--- src/rtl/intr_pkg.sv ---
package intr_pkg;
    typedef enum logic [2:0] {
        S_IDLE,
        S_ACK,
        S_PUSH_FL,
        S_PUSH_CS,
        S_PUSH_PC,
        S_RD_PC,
        S_RD_CS
    } seq_st_t;
endpackage

--- src/rtl/intr_arb.sv ---
module intr_arb (
    input  logic nmi_req,
    input  logic irq_req,
    input  logic ie,
    input  logic boundary,
    input  logic busy,
    output logic take,
    output logic take_nmi
);
    logic open_window;

    always_comb begin
        open_window = boundary && !busy;
        take_nmi    = open_window && nmi_req;
        take        = take_nmi || (open_window && irq_req && ie);
    end
endmodule

--- src/rtl/intr_memreq.sv ---
module intr_memreq
    import intr_pkg::*;
#(
    parameter int AW = 16,
    parameter int DW = 16,
    parameter int VW = 8
) (
    input  seq_st_t          st,
    input  logic [AW-1:0]    sp,
    input  logic [DW-1:0]    fl,
    input  logic [DW-1:0]    cs,
    input  logic [DW-1:0]    pc,
    input  logic [VW-1:0]    vec,
    output logic             valid,
    output logic             we,
    output logic [AW-1:0]    addr,
    output logic [DW-1:0]    wdata
);
    localparam int PADW = AW - VW - 2;
    localparam logic [AW-1:0] WSTEP = AW'(2);

    logic [AW-1:0] tbl_base;

    always_comb begin
        tbl_base = {{PADW{1'b0}}, vec, 2'b00};
        valid    = 1'b1;
        we       = 1'b1;
        addr     = sp - WSTEP;
        wdata    = '0;
        case (st)
            S_PUSH_FL: wdata = fl;
            S_PUSH_CS: wdata = cs;
            S_PUSH_PC: wdata = pc;
            S_RD_PC: begin
                we   = 1'b0;
                addr = tbl_base;
            end
            S_RD_CS: begin
                we   = 1'b0;
                addr = tbl_base | WSTEP;
            end
            default: begin
                valid = 1'b0;
                we    = 1'b0;
                addr  = '0;
            end
        endcase
    end
endmodule

--- src/rtl/intr_entry_seq.sv ---
module intr_entry_seq
    import intr_pkg::*;
#(
    parameter int AW       = 16,
    parameter int DW       = 16,
    parameter int VW       = 8,
    parameter int NMI_VEC  = 2,
    parameter int IE_BIT   = 9,
    parameter int TF_BIT   = 8
) (
    input  logic          clk,
    input  logic          rst_n,
    input  logic          nmi_req,
    input  logic          irq_req,
    input  logic          insn_end,
    input  logic          ie_set,
    input  logic          ie_clr,
    input  logic          tf_set,
    input  logic [DW-1:0] flags_in,
    input  logic [DW-1:0] cs_in,
    input  logic [DW-1:0] pc_in,
    input  logic [AW-1:0] sp_in,
    input  logic [VW-1:0] vec_in,
    output logic          int_ack,
    output logic          mem_valid,
    output logic          mem_we,
    output logic [AW-1:0] mem_addr,
    output logic [DW-1:0] mem_wdata,
    input  logic          mem_ready,
    input  logic [DW-1:0] mem_rdata,
    output logic          busy,
    output logic          ie_flag,
    output logic          tf_flag,
    output logic [DW-1:0] new_pc,
    output logic [DW-1:0] new_cs,
    output logic [AW-1:0] new_sp,
    output logic          entry_done
);
    localparam logic [AW-1:0] WSTEP    = AW'(2);
    localparam logic [VW-1:0] NMI_VECV = VW'(NMI_VEC);

    typedef struct packed {
        seq_st_t       st;
        logic          ie;
        logic          tf;
        logic [AW-1:0] sp;
        logic [DW-1:0] fl;
        logic [DW-1:0] cs;
        logic [DW-1:0] pc;
        logic [VW-1:0] vec;
        logic [DW-1:0] npc;
        logic [DW-1:0] ncs;
        logic          done;
    } seq_state_t;

    seq_state_t q, d;
    logic       take_w, take_nmi_w;
    logic [DW-1:0] fl_snap;

    intr_arb u_arb (
        .nmi_req  (nmi_req),
        .irq_req  (irq_req),
        .ie       (q.ie),
        .boundary (insn_end),
        .busy     (busy),
        .take     (take_w),
        .take_nmi (take_nmi_w)
    );

    intr_memreq #(.AW(AW), .DW(DW), .VW(VW)) u_memreq (
        .st    (q.st),
        .sp    (q.sp),
        .fl    (q.fl),
        .cs    (q.cs),
        .pc    (q.pc),
        .vec   (q.vec),
        .valid (mem_valid),
        .we    (mem_we),
        .addr  (mem_addr),
        .wdata (mem_wdata)
    );

    always_comb begin
        d      = q;
        d.done = 1'b0;
        fl_snap         = flags_in;
        fl_snap[IE_BIT] = q.ie;
        fl_snap[TF_BIT] = q.tf;
        if (ie_set) d.ie = 1'b1;
        if (ie_clr) d.ie = 1'b0;
        if (tf_set) d.tf = 1'b1;
        case (q.st)
            S_IDLE: begin
                if (take_w) begin
                    d.fl = fl_snap;
                    d.cs = cs_in;
                    d.pc = pc_in;
                    d.sp = sp_in;
                    d.ie = 1'b0;
                    d.tf = 1'b0;
                    if (take_nmi_w) begin
                        d.vec = NMI_VECV;
                        d.st  = S_PUSH_FL;
                    end else begin
                        d.st  = S_ACK;
                    end
                end
            end
            S_ACK: begin
                d.vec = vec_in;
                d.st  = S_PUSH_FL;
            end
            S_PUSH_FL: if (mem_ready) begin
                d.sp = q.sp - WSTEP;
                d.st = S_PUSH_CS;
            end
            S_PUSH_CS: if (mem_ready) begin
                d.sp = q.sp - WSTEP;
                d.st = S_PUSH_PC;
            end
            S_PUSH_PC: if (mem_ready) begin
                d.sp = q.sp - WSTEP;
                d.st = S_RD_PC;
            end
            S_RD_PC: if (mem_ready) begin
                d.npc = mem_rdata;
                d.st  = S_RD_CS;
            end
            S_RD_CS: if (mem_ready) begin
                d.ncs  = mem_rdata;
                d.done = 1'b1;
                d.st   = S_IDLE;
            end
            default: d.st = S_IDLE;
        endcase
    end

    always_ff @(posedge clk) begin
        if (!rst_n) begin
            q <= '{st: S_IDLE, default: '0};
        end else begin
            q <= d;
        end
    end

    assign busy       = (q.st != S_IDLE);
    assign int_ack    = (q.st == S_ACK);
    assign ie_flag    = q.ie;
    assign tf_flag    = q.tf;
    assign new_pc     = q.npc;
    assign new_cs     = q.ncs;
    assign new_sp     = q.sp;
    assign entry_done = q.done;
endmodule

--- config.mk ---
export PLATFORM = sky130hd
export DESIGN_NAME = intr_entry_seq
export DESIGN_NICKNAME = d
export VERILOG_FILES = /design/src/rtl/intr_pkg.sv /design/src/rtl/intr_arb.sv /design/src/rtl/intr_memreq.sv /design/src/rtl/intr_entry_seq.sv
export SDC_FILE = /design/constraint.sdc
export NUM_CORES = 1
export LEC_CHECK = 0
export BUFFER_PORTS_ARGS = -buffer_cell sky130_fd_sc_hd__buf_2
export CELL_PAD_IN_SITES_DETAIL_PLACEMENT = 1
export CELL_PAD_IN_SITES_GLOBAL_PLACEMENT = 2
export CORE_MARGIN = 3
export CORE_UTILIZATION = 28
export DETAILED_ROUTE_END_ITERATION = 16
export HOLD_SLACK_MARGIN = 0.15
export PLACE_DENSITY_LB_ADDON = 0.25
export SETUP_SLACK_MARGIN = 0.5
export SLEW_MARGIN = 20
export SYNTH_ARGS = -nofsm -noshare
export SYNTH_HDL_FRONTEND = slang
export SYNTH_SLANG_ARGS = --single-unit
--- constraint.sdc ---
create_clock -name clk -period 2.7 [get_ports clk]
set_input_delay 0.27 -clock clk [delete_from_list [all_inputs] [get_ports clk]]
set_output_delay 0.27 -clock clk [all_outputs]
set_load 0.05 [all_outputs]
* Yosys cells after proc, flatten, opt, wreduce, memory -nomap -nowiden
Cells that the tools add are included. W data, S select, Z words.
Word-level totals: bits of input ports 97, word-level logic and storage cells 66, output and inout bits 87, register bits after elaboration 110
Operators by class: mux-type cells 21, equal/unequal tests 14, add/subtract/negate cells 1, reductions and logical operators 19
Operators by type and width (count):
- $pmux W16 S3 | 2
- $mux W77 | 1
- $pmux W16 S2 | 1
- $pmux W3 S7 | 1
- $mux W16 | 1
- $pmux W8 S2 | 1
- $sub A16 B2 Y16 const B | 1
- $mux W3 | 5
- $ne A2 B2 Y1 const B | 7
- $eq A3 B3 Y1 const B | 3
- $mux W8 | 1
- $reduce_and A2 Y1 | 4
- $eq A3 B2 Y1 const B | 2
- $mux W1 | 6
- $reduce_and A3 Y1 | 2
- $reduce_and A6 Y1 | 1
- $reduce_or A5 Y1 | 1
- $logic_and A1 B1 Y1 | 4
- $mux W2 | 2
- $reduce_bool A2 Y1 | 2
- $eq A3 B1 Y1 const B | 1
- $logic_not A3 Y1 | 1
- $reduce_bool A3 Y1 | 1
- $reduce_or A3 Y1 | 1
- other kinds (3) | 3

* Depth between registers and ports, before layout
Gate-level depths: netlist (run 1).
word-level depth 8, gate-level depth with buffers 8, mapped depth without buffers 6

* Cells and area by module
Synthesis (run 1) repeated with hierarchy kept, for this count alone.
Unflattened totals: cells, all modules 741, area, all modules 5650.4 um2
By module, submodules not included:
- intr_entry_seq | seq. area each 2202.1 um2, cells each 605, area each 4738.3 um2, instances 1
- intr_memreq | seq. area each 0.0 um2, cells each 133, area each 885.8 um2, instances 1
- intr_arb | seq. area each 0.0 um2, cells each 3, area each 26.3 um2, instances 1

* Worst setup path after synthesis (run 1)
OpenSTA, ideal clock, no wires.
path kind register to output, start point register q[109] in the netlist's numbering, end point output port mem_addr[5], cell stages (with the launch flop) 9, data arrival time 2.417 ns, data required time 2.430 ns, path buffers 3, path slack 0.013 ns, path through dfxtp_1 > buf_2 > nor3b_2 > nor2_1 > buf_2 > inv_2 > clkbuf_1 > o21ai_0 > nand2_1
Between the ends: cells in the longest elaborated chain, start to end 3, elaborated cells on any way between the ends 7, those cells by class 5 x eq/ne; 1 x mux; 1 x reduce/logical
RTL lines:
- start: declaration | line intr_entry_seq.sv:56 | seq_state_t q, d;
- start signal: assignment | line intr_entry_seq.sv:140 | q <= '{st: S_IDLE, default: '0};
- start signal: assignment | line intr_entry_seq.sv:142 | q <= d;
- $eq A3 B2 Y1 or $eq A3 B3 Y1 (tied branches) | line intr_memreq.sv:30 | case (st)
- $reduce_or A3 Y1 (no source line)
- $pmux W16 S3 * | line intr_memreq.sv:30
- end: declaration | line intr_entry_seq.sv:27 | output logic [AW-1:0] mem_addr,
Mark *: on every way between the ends. The rest lies on a longest branch, timed or not.

* Worst setup path after layout (run 1)
start point register q (netlist bit new_sp[1]), end point output port mem_addr[14]
Between the ends: cells in the longest elaborated chain, start to end 2
RTL lines:
- $sub A16 B2 Y16 | line intr_memreq.sv:28 | addr = sp - WSTEP;
- $pmux W16 S3 | line intr_memreq.sv:30
Every way passes these cells.

==> results of run 1 <==
-- Yosys cell counts (all sizes together) (3+ instances only) --
library cell,count,area (um2)
dfxtp,110,2200
nor3,5,25.0
nand2,205,769
nor2b,11,68.8
a21oi,10,53.8
nor4,5,31.3
mux2i,18,180
a22oi,8,60.1
a31oi,5,31.3
a21boi,83,623
o31ai,15,113
and2,4,25.0
o21a,3,22.5
o21ai,31,155
buf,60,418
or4,5,41.3
a41oi,3,33.8
o221a,3,33.8
o211ai,3,22.5
and3,3,18.8
inv,9,33.8
nor2,7,26.3
or3,3,18.8
clkbuf,37,139
nand3,8,40.0
-- sequential cells by signal (all words and copies together) (netlist names) --
name        flops
entry_done      1
q              59
new_pc         16
tf_flag         1
new_cs         16
new_sp         16
ie_flag         1
-- placed cells by master, fill, tap and decap left out, types with 9 or more instances in the layout --
| cell type | netlist | final |
|---|---|---|
| a21boi_1 | 45 | 45 |
| buf_2 | 10 | 162 |
| o21ai_1 | 5 | 19 |
| o31ai_1 | 15 | 12 |
| buf_4 | 48 | 34 |
| a21boi_0 | 38 | 38 |
| buf_6 | 0 | 9 |
| dlygate4sd3_1 | 0 | 16 |
| nor2b_1 | 11 | 9 |
| dfxtp_1 | 110 | 103 |
| nand2_1 | 205 | 198 |
| clkbuf_16 | 0 | 9 |
| mux2i_1 | 18 | 18 |
-- metal layers --
| metal | routed length (um) | share of wire, % | track usage, % |
|---|---|---|---|
| met1 | 8340 | 46 | 21.9 |
| met2 | 8510 | 47 | 28.4 |
| met3 | 1030 | 5.7 | 4.48 |
| met4 | 282 | 1.6 | 5.56 |
| met5 | 0 | 0 | 0 |
-- timing repair --
action                                  in CTS  in global routing
endpoints found under the hold margin       16                  0
hold buffers                                16                  0
gates resized for setup                     50                 34
setup buffers                               11                  7
gates cloned                                 0                  0
pin swaps                                    7                  8
endpoints found under the setup margin      17                 31
-- cell families after synthesis --
group	Yosys count
compound gates	176
xor+xnor	2
buf+inv	106
fa+ha+maj	1
flops	110
simple gates	269
mux	19
-- metrics by stage --
stage	power [mW]	util [%]	setup slack [ns]
finish	5.68	38.1	0.145
global route	6.01	38.1	0.0646
CTS	5.57	37.2	0.126
detailed placement	3.89	33.4	0.238
global placement	3.86	33.4	0.269
floorplan	3.39	-	0.355
-- worst min-delay path by stage --
stage / start / end / cells past startpoint
5_1_grt: flags_in[11] / q[84]$_SDFFE_PN0P_ / 3
6_report: pc_in[11] / q[52]$_SDFFE_PN0P_ / 3
2_1_floorplan: ie_clr / ie_flag$_SDFF_PN0_ / 1
3_3_place_gp: ie_clr / ie_flag$_SDFF_PN0_ / 2
4_1_cts: cs_in[13] / q[70]$_SDFFE_PN0P_ / 3
3_5_place_dp: q[34]$_SDFFE_PN0P_ / q[34]$_SDFFE_PN0P_ / 2
-- power by group through the flow --
stage          Combinational, mW  Sequential (mW)  Clock (mW)
4_1_cts                     2.24             1.93        1.40
3_5_place_dp                1.93             1.96           0
6_report                    2.39             1.95        1.34
3_3_place_gp                1.91             1.95           0
5_1_grt                     2.58             1.97        1.46
2_1_floorplan               1.47             1.92           0
-- layout make-up --
type | instances | area (um2) | area share (%)
repair buffers | 232 | 1470 | 20.3
inverters | 9 | 36.3 | 0.504
flip-flops and latches | 110 | 2220 | 30.8
clock buffers | 9 | 225 | 3.13
multi-input cells | 467 | 2880 | 39.9
clock inverters | 6 | 61.3 | 0.851
well taps | 260 | 325 | 4.52
-- worst reg2reg max path: cells and delay by family, from the launching register on --
family | cells | cell delay [ns]
simple gates | 2 | 0.84
buf+inv | 1 | 0.08
fa+ha+maj | 1 | 0.14
compound gates | 1 | 0.21
flops | 1 | 0.36
mux | 1 | 0.35
==> impl_metrics.yaml, run 1 <==
status:
  outcome: "completed"
sta:
  setup-tns-final_ns: 0
  fin_skew_ns: 0.00931
  slew_viol_final: 0
  setup_violations: 0
  rsz0062_at_grt: "true"
  relSlewSlack_pct: 51.3
  whs_ns: 0.164
  period_needed_ns: 2.55
  finalHoldViolCount: 0
  timing.fmax_ghz: 0.391
  min_period_over_period_pct: 94.6
  tightest_slew_ns: 0.730
power:
  switching_share_pct: 40.1
  power_frac_comb_pct: 42.2
  p_leak_nw: 2.97
  powerDensity_mw_per_mm2: 788
  p_clk_share_pct: 23.5
  p_int_mw: 3.40
  power_frac_seq_pct: 34.3
  p_switching_mw: 2.28
  max-vdd-ir-drop_uv: 302
yosys:
  yosysWarnings: 0
  synth_compound_area_share_pct: 22.9
  synth_cells: 683
  ys_ff_latch: 110
  synth_top_family_by_area: "compound AO/OA/AOI/OAI gates"
  synth_nets: 781
  synth.distinct_cells: 57
  synth_xor_area_share_pct: 0.322
  synthSimpleGateAreaFrac_pct: 21.7
  synth_edf_count: 0
  synth_flop_cell: "dfxtp_1"
  netlist_area_mm2: 0.00545
  synthAdderAreaFrac_pct: 0.230
  async_flop_share_pct: 0
  synth_area_per_cell_um2: 7.98
  synthMuxAreaShare_pct: 3.51
  ys_seq_area_share_pct: 40.4
worst_setup_path:
  required_ns: 2.43
  cp_top_family: "simple AND/OR/NAND/NOR gates"
  path_class: "register to output pin"
  endpoint_kind: "output pin"
  ff2ff_setup_slack_ns: 0.62
  worstReg2RegStart: "new_sp[1]$_SDFFE_PN0P_"
  cp.depth: 5
  worst_path_max_delay_cell: "or4_4"
  crit_start: "new_sp[1]$_SDFFE_PN0P_"
  r2r_end: "new_sp[15]$_SDFFE_PN0P_"
  r2r_cells: 6
  cp.arrival_ns: 2.28
  cp_num_buf_inv: 1
  cp_common_cell: "or4_4"
  cp_max_fo: 4
  cp_cell_sequence: "or4_4 -> or3_4 -> or4_4 -> nand2_4 -> buf_8"
  crit_path_end: "mem_addr[14]"
  cp_slowest_stage_delay_ns: 0.55
  cp-start-kind: "register"
floorplan:
  io_pins: 184
  start_util_pct: 28.8
  core_area_mm2: 0.0189
  rows: 50
  fp.dieH_um: 145
  die-area_mm2: 0.0212
  die-width_um: 145
drt:
  drt-pass1-iter-count: 4
  post_drt_wl_per_cell_um: 16.6
  drc: 0
  routed_wl_um: 18200
  drtAntennaViolNets: 0
  first_iter_violations: 177
  vias: 5192
  vias_per_cell: 4.75
cts:
  cts_root_buf: "clkbuf_16"
  numCtsBuffers: 9
  clk_latency_ns: 0.35
  clkSinkCount: 110
  clkTransAtPathRegs_ns: 0.08
  cts_tree: "built"
  htree_levels: 3
  cts_buffer_depth: 2
worst_hold_path:
  min_path_type: "input pin to register"
global_routing:
  grt_pass1_wl_um: 29900
  antenna_found_initial: 0
  grt_pass1_vias: 5576
  grt_start_max_net_pins: 57
  grt_use_total_pct: 17.1
  grt.overflow.total: 0
layout:
  nFillCells: 2315
  drive_above_1_share_pct: 34.7
  finish.instance_area_mm2: 0.00720
  fin_nets: 927
  layout.cells.non_filler: 1093
  diodes: 0
  areaGrowthSynthToFinish_pct: 32.2
job:
  cap_viol_max_count: 0
placement:
  placedCellCount: 1044
  dpl_cell_area_mm2: 0.00630
  dp_hpwl_um: 12700
  gp_congestion: 0.793
  io_buffers: 181
Note: power is estimated with default switching activity, not from simulation.
==> run 2, diff against run 1 <==
--- a/config.mk
+++ b/config.mk
@@ -8,6 +8,7 @@
 export BUFFER_PORTS_ARGS = -buffer_cell sky130_fd_sc_hd__buf_2
 export CELL_PAD_IN_SITES_DETAIL_PLACEMENT = 1
 export CELL_PAD_IN_SITES_GLOBAL_PLACEMENT = 2
+export CORE_ASPECT_RATIO = 1.4
 export CORE_MARGIN = 3
 export CORE_UTILIZATION = 28
 export DETAILED_ROUTE_END_ITERATION = 16
==> run 2 against run 1 <==
Sequential power about the same. Cell count about the same. Flip-flop and latch count unchanged. Clock power decreased by 3%. Count of clock-buffer cells in the layout increased by 1. Critical endpoint unchanged. Largest power group unchanged.
==> impl_metrics.yaml, run 2 (synthesis results as in run 1) <==
global_routing:
  antenna_found_initial: 1
  grt_pass1_vias: 5548
  grt_use_total_pct: 17.0
  grt_pass1_wl_um: 28200
  grt.overflow.total: 0
  grt_start_max_net_pins: 52
sta:
  setup_violations: 0
  min_period_over_period_pct: 94.5
  rsz0062_at_grt: "true"
  timing.fmax_ghz: 0.392
  fin_skew_ns: 0.00947
  relSlewSlack_pct: 50.2
  setup-tns-final_ns: 0
  period_needed_ns: 2.55
  slew_viol_final: 0
  tightest_slew_ns: 0.744
  finalHoldViolCount: 0
job:
  cap_viol_max_count: 0
worst_setup_path:
  endpoint_kind: "output pin"
  r2r_cells: 5
  cp_max_fo: 4
  required_ns: 2.43
  path_class: "register to output pin"
  ff2ff_setup_slack_ns: 0.64
  cp.arrival_ns: 2.28
  cp-start-kind: "register"
  r2r_end: "new_sp[14]$_SDFFE_PN0P_"
  worstReg2RegStart: "new_sp[1]$_SDFFE_PN0P_"
power:
  max-vdd-ir-drop_uv: 260
  powerDensity_mw_per_mm2: 764
  p_leak_nw: 3.03
  power_mw: 5.60
floorplan:
  io_pins: 184
  die-area_mm2: 0.0212
  core_area_mm2: 0.0188
  fp.dieH_um: 171
  die-width_um: 124
  start_util_pct: 28.9
  rows: 59
placement:
  gp_congestion: 0.756
  io_buffers: 181
  dpl_cell_area_mm2: 0.00634
  dp_hpwl_um: 13000
cts:
  numCtsBuffers: 9
  clk_latency_ns: 0.36
  cts_root_buf: "clkbuf_16"
  clkTransAtPathRegs_ns: 0.07
  cts_buffer_depth: 2
  htree_levels: 3
  cts_tree: "built"
  clkSinkCount: 110
worst_hold_path:
  hold_path.startpoint: "cs_in[6]"
  min_delay_worst_endpoint: "q[63]$_SDFFE_PN0P_"
  min_path_type: "input pin to register"
  hold_depth: 3
layout:
  finish.instance_area_mm2: 0.00732
  diodes: 0
  largest_reg_flops: 59
  drive_above_1_share_pct: 34.3
  mostFrequentLayoutCells: "198 x nand2_1, 165 x buf_2, 101 x dfxtp_1"
  final_common_cell: "nand2_1"
  fin_nets: 941
  max_flop_register: "q"
  areaGrowthSynthToFinish_pct: 34.5
status:
  outcome: "completed"
drt:
  first_iter_violations: 171
  vias_per_cell: 4.78
  drc: 0
  post_drt_wl_per_cell_um: 16.5
  routed_wl_um: 18000
  drt-pass1-iter-count: 4
  drtAntennaViolNets: 0
  vias: 5219
## run 2: changes by cell type in the layout (fill, tap and decap cells not counted), moves of 3 or more
cell / previous run / this run
dfxtp_4: 2 / 6
buf_2: 162 / 165
dlygate4sd3_1: 16 / 29
clkbuf_4: 5 / 0
buf_4: 34 / 39
## run 2: how the worst max path moves through the flow
stage | startpoint | endpoint | slack, ns
finish | new_sp[1]$_SDFFE_PN0P_ | mem_addr[14] | 0.15
CTS | new_sp[1]$_SDFFE_PN0P_ | mem_addr[14] | 0.12
detailed placement | new_sp[1]$_SDFFE_PN0P_ | mem_addr[15] | 0.17
floorplan | new_sp[6]$_SDFFE_PN0P_ | new_sp[10]$_SDFFE_PN0P_ | 0.36
global placement | new_sp[1]$_SDFFE_PN0P_ | mem_addr[15] | 0.24
global route | new_sp[1]$_SDFFE_PN0P_ | mem_addr[14] | 0.08
## run 2: worst max-delay path, stage by stage, from the launching register on
cell     delay [ns]
dfxtp_4        0.36
or4_4          0.54
or3_4          0.34
or4_4          0.45
nand2_4        0.09
buf_8          0.14
## run 2: per-layer routing
| layer | vias to the layer above | GRT usage, % | part of all wire, % |
|---|---|---|---|
| met3 | 17 | 4.07 | 5.9 |
| li1 | 2591 | - | - |
| met1 | 2484 | 19.2 | 40 |
| met4 | 2 | 5.16 | 1.3 |
| met5 | - | 0 | 0.072 |
| met2 | 125 | 31.2 | 52 |
## run 2: cell type report
type | count | area (um2)
fill | 2302 | 11500
multi-input combinational | 467 | 2870
sequential | 110 | 2230
timing repair buffer | 246 | 1590
tap | 244 | 305
clock buffer | 10 | 229
clock inverter | 6 | 56.3
inverter | 9 | 43.8
## run 2: report_power, final
part,internal [mW],total [mW],leakage (nW),switching [mW]
Clock,0.644,1.30,0.140,0.655
Sequential,1.78,1.94,0.900,0.161
Combinational,0.892,2.35,1.99,1.46
Total,3.32,5.60,3.03,2.28
## run 2: through the flow
step | util (%) | hold WS [ns] | setup slack, ns | instances
finish | 38.9 | 0.166 | 0.147 | 1092
global route | 38.9 | 0.158 | 0.0844 | 1092
CTS | 38.4 | 0.150 | 0.118 | 1089
detailed placement | 33.7 | 0.444 | 0.175 | 1033
global placement | 33.7 | 0.439 | 0.241 | 1033
floorplan | - | 0.349 | 0.355 | 683
## run 2: timing repair
action / 4_1_cts / 5_1_grt
hold buffers: 29 / 0
buffers inserted: 11 / 3
pin swaps: 11 / 6
resized for setup: 67 / 19
hold endpoints to repair: 30 / 0
endpoints found under the setup margin: 29 / 21
